## config.mk

```make
export PLATFORM = sky130hd
export DESIGN_NAME = dma_cmd_splitter
export DESIGN_NICKNAME = d
export VERILOG_FILES = /design/src/rtl/dma_cmd_splitter.sv
export SDC_FILE = /design/constraint.sdc
export NUM_CORES = 2
export LEC_CHECK = 0
export BUFFER_PORTS_ARGS = -buffer_cell sky130_fd_sc_hd__buf_4
export CAP_MARGIN = 20
export CORE_MARGIN = 5
export CORE_UTILIZATION = 41
export CTS_CLUSTER_DIAMETER = 100
export DETAILED_ROUTE_END_ITERATION = 6
export SYNTH_ARGS = -nofsm -noshare
export SYNTH_HDL_FRONTEND = slang
export SYNTH_SLANG_ARGS = --single-unit
```

## constraint.sdc

```tcl
create_clock -name clk -period 12 [get_ports clk]
set_input_delay 1.8 -clock clk [delete_from_list [all_inputs] [get_ports clk]]
set_output_delay 1.8 -clock clk [all_outputs]
set_load 0.02 [all_outputs]
```

## src/rtl/dma_cmd_splitter.sv

```systemverilog
module dma_cmd_splitter #(
  parameter int LSA_W    = 18,
  parameter int SYS_W    = 32,
  parameter int LEN_W    = 15,
  parameter int TAG_W    = 5,
  parameter int LQ_DEPTH = 16,
  parameter int RQ_DEPTH = 8,
  parameter int LINE_B   = 128,
  parameter int MAX_OUT  = 16,
  parameter int MAX_LEN  = 16384
) (
  input  logic                    clk,
  input  logic                    rst_n,
  input  logic                    loc_valid,
  output logic                    loc_ready,
  input  logic [LSA_W-1:0]        loc_lsa,
  input  logic [SYS_W-1:0]        loc_sys,
  input  logic [LEN_W-1:0]        loc_len,
  input  logic                    loc_dir,
  input  logic [TAG_W-1:0]        loc_tag,
  output logic                    loc_err,
  input  logic                    rem_valid,
  output logic                    rem_ready,
  input  logic [LSA_W-1:0]        rem_lsa,
  input  logic [SYS_W-1:0]        rem_sys,
  input  logic [LEN_W-1:0]        rem_len,
  input  logic                    rem_dir,
  input  logic [TAG_W-1:0]        rem_tag,
  output logic                    rem_err,
  input  logic                    bus_tok,
  output logic                    bus_req,
  output logic [LSA_W-1:0]        bus_lsa,
  output logic [SYS_W-1:0]        bus_sys,
  output logic [$clog2(LINE_B):0] bus_len,
  output logic                    bus_dir,
  output logic [TAG_W-1:0]        bus_tag,
  input  logic                    bus_ack,
  output logic [(1<<TAG_W)-1:0]   tag_done
);
  localparam int OFF_W = $clog2(LINE_B);
  localparam int PW    = OFF_W + 1;
  localparam int NTAG  = 1 << TAG_W;
  localparam int CW    = LSA_W + SYS_W + LEN_W + 1 + TAG_W;
  localparam int OC_W  = $clog2(MAX_OUT + 1);
  localparam int CA_W  = $clog2(MAX_OUT);
  localparam int TC_W  = $clog2(LQ_DEPTH + RQ_DEPTH + 4) + 1;

  logic [1:0]    in_valid, in_ready, push, pop, nonempty;
  logic [CW-1:0] in_cmd [2];
  logic [CW-1:0] q_head [2];
  logic          sel, take, rr_last, act, issue, last_pc, fin;
  logic [CW-1:0] hd;
  logic [LSA_W-1:0] a_lsa;
  logic [SYS_W-1:0] a_sys;
  logic [LEN_W-1:0] a_rem;
  logic             a_dir;
  logic [TAG_W-1:0] a_tag, fin_tag;
  logic [OFF_W-1:0] off;
  logic [PW-1:0]    room, piece;
  logic [OC_W-1:0]  out_cnt;
  logic [TAG_W:0]   cq [MAX_OUT];
  logic [CA_W-1:0]  cwp, crp;

  assign in_valid  = {rem_valid, loc_valid};
  assign in_cmd[0] = {loc_lsa, loc_sys, loc_len, loc_dir, loc_tag};
  assign in_cmd[1] = {rem_lsa, rem_sys, rem_len, rem_dir, rem_tag};

  for (genvar s = 0; s < 2; s++) begin : g_q
    localparam int D  = (s == 0) ? LQ_DEPTH : RQ_DEPTH;
    localparam int AW = (D > 1) ? $clog2(D) : 1;
    logic [CW-1:0]    mem [D];
    logic [AW-1:0]    wp, rp;
    logic [AW:0]      cnt;
    logic [LEN_W-1:0] len;
    logic             ok, err;

    assign len         = in_cmd[s][TAG_W+1 +: LEN_W];
    assign ok          = (len != '0) && (int'(len) <= MAX_LEN);
    assign in_ready[s] = cnt < (AW+1)'(D);
    assign push[s]     = in_valid[s] && in_ready[s] && ok;
    assign nonempty[s] = cnt != '0;
    assign q_head[s]   = mem[rp];

    always_ff @(posedge clk) if (push[s]) mem[wp] <= in_cmd[s];

    always_ff @(posedge clk or negedge rst_n) begin
      if (!rst_n) begin
        wp <= '0; rp <= '0; cnt <= '0; err <= 1'b0;
      end else begin
        err <= in_valid[s] && in_ready[s] && !ok;
        if (push[s]) wp <= (wp == AW'(D-1)) ? '0 : wp + 1'b1;
        if (pop[s])  rp <= (rp == AW'(D-1)) ? '0 : rp + 1'b1;
        cnt <= cnt + (AW+1)'(push[s]) - (AW+1)'(pop[s]);
      end
    end

    p_q_bound_r1: assert property (@(posedge clk) disable iff (!rst_n)
      cnt <= (AW+1)'(D));
    p_err_not_queued_r2: assert property (@(posedge clk) disable iff (!rst_n)
      in_valid[s] && in_ready[s] && !ok |=> cnt <= $past(cnt) && err);
  end

  assign loc_ready = in_ready[0];
  assign rem_ready = in_ready[1];
  assign loc_err   = g_q[0].err;
  assign rem_err   = g_q[1].err;

  assign sel  = (nonempty == 2'b11) ? ~rr_last : nonempty[1];
  assign take = !act && (nonempty != 2'b00);
  assign pop  = {take & sel, take & ~sel};
  assign hd   = q_head[sel];

  assign off     = a_sys[OFF_W-1:0];
  assign room    = PW'(LINE_B) - PW'(off);
  assign last_pc = a_rem <= LEN_W'(room);
  assign piece   = last_pc ? PW'(a_rem) : room;
  assign bus_req = act && (out_cnt < OC_W'(MAX_OUT));
  assign issue   = bus_req && bus_tok;
  assign bus_lsa = a_lsa;
  assign bus_sys = a_sys;
  assign bus_len = piece;
  assign bus_dir = a_dir;
  assign bus_tag = a_tag;

  always_ff @(posedge clk or negedge rst_n) begin
    if (!rst_n) begin
      act <= 1'b0; rr_last <= 1'b1;
      a_lsa <= '0; a_sys <= '0; a_rem <= '0; a_dir <= 1'b0; a_tag <= '0;
    end else if (take) begin
      act     <= 1'b1;
      rr_last <= sel;
      {a_lsa, a_sys, a_rem, a_dir, a_tag} <= hd;
    end else if (issue) begin
      a_lsa <= a_lsa + LSA_W'(piece);
      a_sys <= a_sys + SYS_W'(piece);
      a_rem <= a_rem - LEN_W'(piece);
      if (last_pc) act <= 1'b0;
    end
  end

  assign fin     = bus_ack && cq[crp][TAG_W];
  assign fin_tag = cq[crp][TAG_W-1:0];

  always_ff @(posedge clk) if (issue) cq[cwp] <= {last_pc, a_tag};

  always_ff @(posedge clk or negedge rst_n) begin
    if (!rst_n) begin
      cwp <= '0; crp <= '0; out_cnt <= '0;
    end else begin
      if (issue)   cwp <= (cwp == CA_W'(MAX_OUT-1)) ? '0 : cwp + 1'b1;
      if (bus_ack) crp <= (crp == CA_W'(MAX_OUT-1)) ? '0 : crp + 1'b1;
      out_cnt <= out_cnt + OC_W'(issue) - OC_W'(bus_ack);
    end
  end

  p_out_cap_r5: assert property (@(posedge clk) disable iff (!rst_n)
    out_cnt <= OC_W'(MAX_OUT));
  p_hold_no_tok_r6: assert property (@(posedge clk) disable iff (!rst_n)
    bus_req && !bus_tok |=> bus_req && $stable(bus_sys) && $stable(bus_lsa)
                            && $stable(bus_len) && $stable(bus_tag));
  p_piece_in_line_r3: assert property (@(posedge clk) disable iff (!rst_n)
    bus_req |-> bus_len != '0 && (int'(bus_sys[OFF_W-1:0]) + int'(bus_len)) <= LINE_B);

  for (genvar t = 0; t < NTAG; t++) begin : g_tag
    logic [TC_W-1:0] pend;
    logic [1:0]      inc;
    logic            dec, done;

    assign inc = {1'b0, push[0] && (loc_tag == TAG_W'(t))}
               + {1'b0, push[1] && (rem_tag == TAG_W'(t))};
    assign dec = fin && (fin_tag == TAG_W'(t));
    assign tag_done[t] = done;

    always_ff @(posedge clk or negedge rst_n) begin
      if (!rst_n) begin
        pend <= '0; done <= 1'b0;
      end else begin
        pend <= pend + TC_W'(inc) - TC_W'(dec);
        if (inc != 2'd0) done <= 1'b0;
        else if (dec && pend == TC_W'(1)) done <= 1'b1;
      end
    end

    p_done_idle_r7: assert property (@(posedge clk) disable iff (!rst_n)
      done |-> pend == '0);
  end
endmodule

```

==> results.yml <==
detailed_routing:
  ant_nets: 0
  routed_wl_um: 238000
  drt-pass1-iter-count: 5
  dr_total_vias: 49900
  drt-initial-drc-count: 4292
  via_per_inst: 5.49
  avgRoutedWirePerCell_um: 26.2
  remaining_drc_errors: 0
timing:
  rsz0062_at_grt: "false"
  fin_crit_ns: 6.28
  tns_ns: 0
  relSlewSlack_pct: 13.0
  hold_violations: 0
  max_freq_mhz: 159
  worstMarginPinSlew_ns: 1.29
  finalSetupViolations: 0
  maxSlewViolCount: 0
  final.setup_skew_ns: 0.0714
  fin_crit_sh_pct: 52.3
setup_path:
  cp-start-kind: "input port"
  crit_type: "in -> reg"
  crit_family: "simple AND/OR/NAND/NOR gates"
  crit_buf_inv: 7
  worst_path_most_repeated_cell: "inv_1"
  critPathSlowestCell: "nor4_1"
  path_max_fanout: 21
  path_cells: "buf_4, nor4_1, nand4_1, xor2_1, nand3_1, buf_4, inv_1, and3_1, nand2_1, ha_1, inv_1, ha_1, inv_1, ha_1, inv_1, fa_1, inv_1, a21oi_1, nor2_1, nor2_1, xnor2_1"
  cp.arrival_ns: 6.97
  slowest_delay_ns: 0.95
  end_kind: "flip-flop"
  crit_required_ns: 12.70
grt:
  use_met3_pct: 3.97
  met1_usage_pct: 26.9
  gr-total-overflow: 0
  grt_start_max_net_pins: 123
  track_usage_pct: 20.0
  grt.met2_usage_pct: 33.3
  first_global_vias: 51400
  top_usage_layer: "met2"
  antenna_found_initial: 39
  grt_pass1_wl_um: 351000
floorplan:
  ios: 249
  initial_utilization_pct: 41.1
  fp.dieW_um: 487
  coreArea_um2: 227000
  dieHeight_um: 487
  rows: 175
  dieArea_um2: 237000
finish:
  fin_area_um2: 106000
  final_nets: 6471
  drive_gt1_share_pct: 20.5
  finish.utilization_pct: 46.6
  stdcell_count: 9084
  synthToLayoutAreaGrowth_pct: 13.3
placed_design:
  hpwlAfterDp_um: 148000
  gp_congestion: 0.841
  numPlacedInstances: 8662
  portBuffers: 248
  place_area_um2: 98500
synth:
  postSynthCellCount: 5564
  synth_top_area_cell: "edfxtp_1"
  ys_async_sr_fraction_pct: 15.7
  synthFlopType: "edfxtp_1"
  yosys_register_bits: 2135
  synth.most_common_cell: "edfxtp_1"
  ys_warn_count: 0
  yosysTopAreaCellShare_pct: 57.9
  synthTopCellsByArea: "edfxtp_1, mux4_2, dfrtp_1"
  yosys-top-cells-count: "edfxtp_1, inv_1, mux4_2"
  yosys.cell_types.count: 89
  ys_seq_area_share_pct: 66.9
  synth.net_count: 6165
  syn_area_um2: 93300
  avgSynthCellArea_um2: 16.8
  synth-edff-count: 1800
cts:
  postCtsHoldBufs: 0
  clkSinkCount: 2135
  htree_levels: 4
  cts_made_buffers: 213
  ctsResizeCount: 0
  clock-root-buffer: "clkbuf_16"
  cts_setup_buffers: 0
  clkLatencyLatePin_ns: 0.86
  clkSlewWorstSetupHoldPaths_ns: 0.06
  clock_path_buffers: 3
  tritoncts: "built"
pwr:
  cell_internal_pwr_mw: 14.5
  seqPwrFrac_pct: 44.2
  netSwitchingPower_mw: 5.84
  powerDensity_nw_per_um2: 192
  finalPower_mw: 20.3
  clkPwrFrac_pct: 33.1
  swShare_pct: 28.8
  ir_drop_v: 0.000154
  p_leak_nw: 37.3
  power_frac_comb_pct: 22.7
job:
  maxCapViolCount: 0
min_path:
  hp-class: "reg -> reg"
status:
  outcome: "completed"
[power groups by stage]
stage	Clock [mW]	Combinational [mW]	Sequential, mW
after CTS	6.85	4.64	8.97
final	6.72	4.60	8.97
after global routing	7.17	5.19	9.03
after floorplan	0	3.35	9.08
after global placement	0	4.49	9.11
after detailed placement	0	4.60	9.13
[final timing paths]
path,start,endpoint,slack (ns),cells after the start
worst max-delay path,rem_len[8],g_tag[8].pend[4],5.72,21
worst min-delay path,g_q[1].cnt[3],rem_err,0.43,1
worst max register to register,bus_sys[3],bus_sys[16],5.81,18
worst min register to register,g_q[1].cnt[3],rem_err,0.43,1
max in group asynchronous,rst_n,g_tag[6].done,8.87,4
min in group asynchronous,rst_n,crp[0],0.98,1
[cells in the final DEF, fill, tap and decap left out, types with 77 or more instances in the layout]
master	netlist	final
edfxtp_1	1800	1800
inv_1	543	542
mux4_2	454	454
ha_1	415	415
buf_4	42	329
dfrtp_1	334	326
nor2_1	247	245
clkbuf_16	0	216
a21oi_1	205	204
nand2_1	165	164
mux2i_1	117	117
xnor2_1	88	88
xor2_1	77	77
[kinds of logic (layout without fill, tap and decap cells)]
family                     Yosys count  in the layout  synth area share [%]
DFF                               2135           2135                  66.9
buffers and inverters              790           1282                  3.52
and+or+nand+nor                    747            747                  3.86
muxes                              642            642                  13.2
AOI/OAI and AO/OA                  632            632                  4.59
adders and majority gates          453            453                  6.38
xor gates and xnor gates           165            165                  1.55
other                                0             19                     0
[stage by stage]
stage	hold slack, ns	setup slack [ns]
final	0.434	5.72
after global routing	0.463	5.42
after CTS	0.437	5.70
after detailed placement	0.426	4.95
after global placement	0.426	4.94
after floorplan	0.409	1.27
[flip-flops by register name, summed over array words and instances, names as in the netlist, 4 cells and up]
name and count:
a_rem 15, bus_lsa 18, bus_sys 32, bus_tag 5, cq 96, crp 4
cwp 4, g_q.cnt 9, g_q.mem 1704, g_q.rp 7, g_q.wp 7, g_tag.done 32
g_tag.pend 192, out_cnt 5
[per-layer routing]
layer | vias to the layer above | wire (um)
met5 | - | 74
met2 | 1410 | 117000
met3 | 340 | 14700
met4 | 12 | 6730
met1 | 26200 | 99300
li1 | 21900 | -
[area by class of cell]
type,instances,area (um2)
Fill cell,19400,121000
Antenna cell,19,47.5
Clock inverter,125,1320
Multi-Input combinational cell,2639,27700
Clock buffer,276,5770
Timing Repair Buffer,335,2570
Inverter,546,2050
Tap cell,3009,3760
Sequential cell,2135,62500
Note: power is estimated with default switching activity, not from simulation.
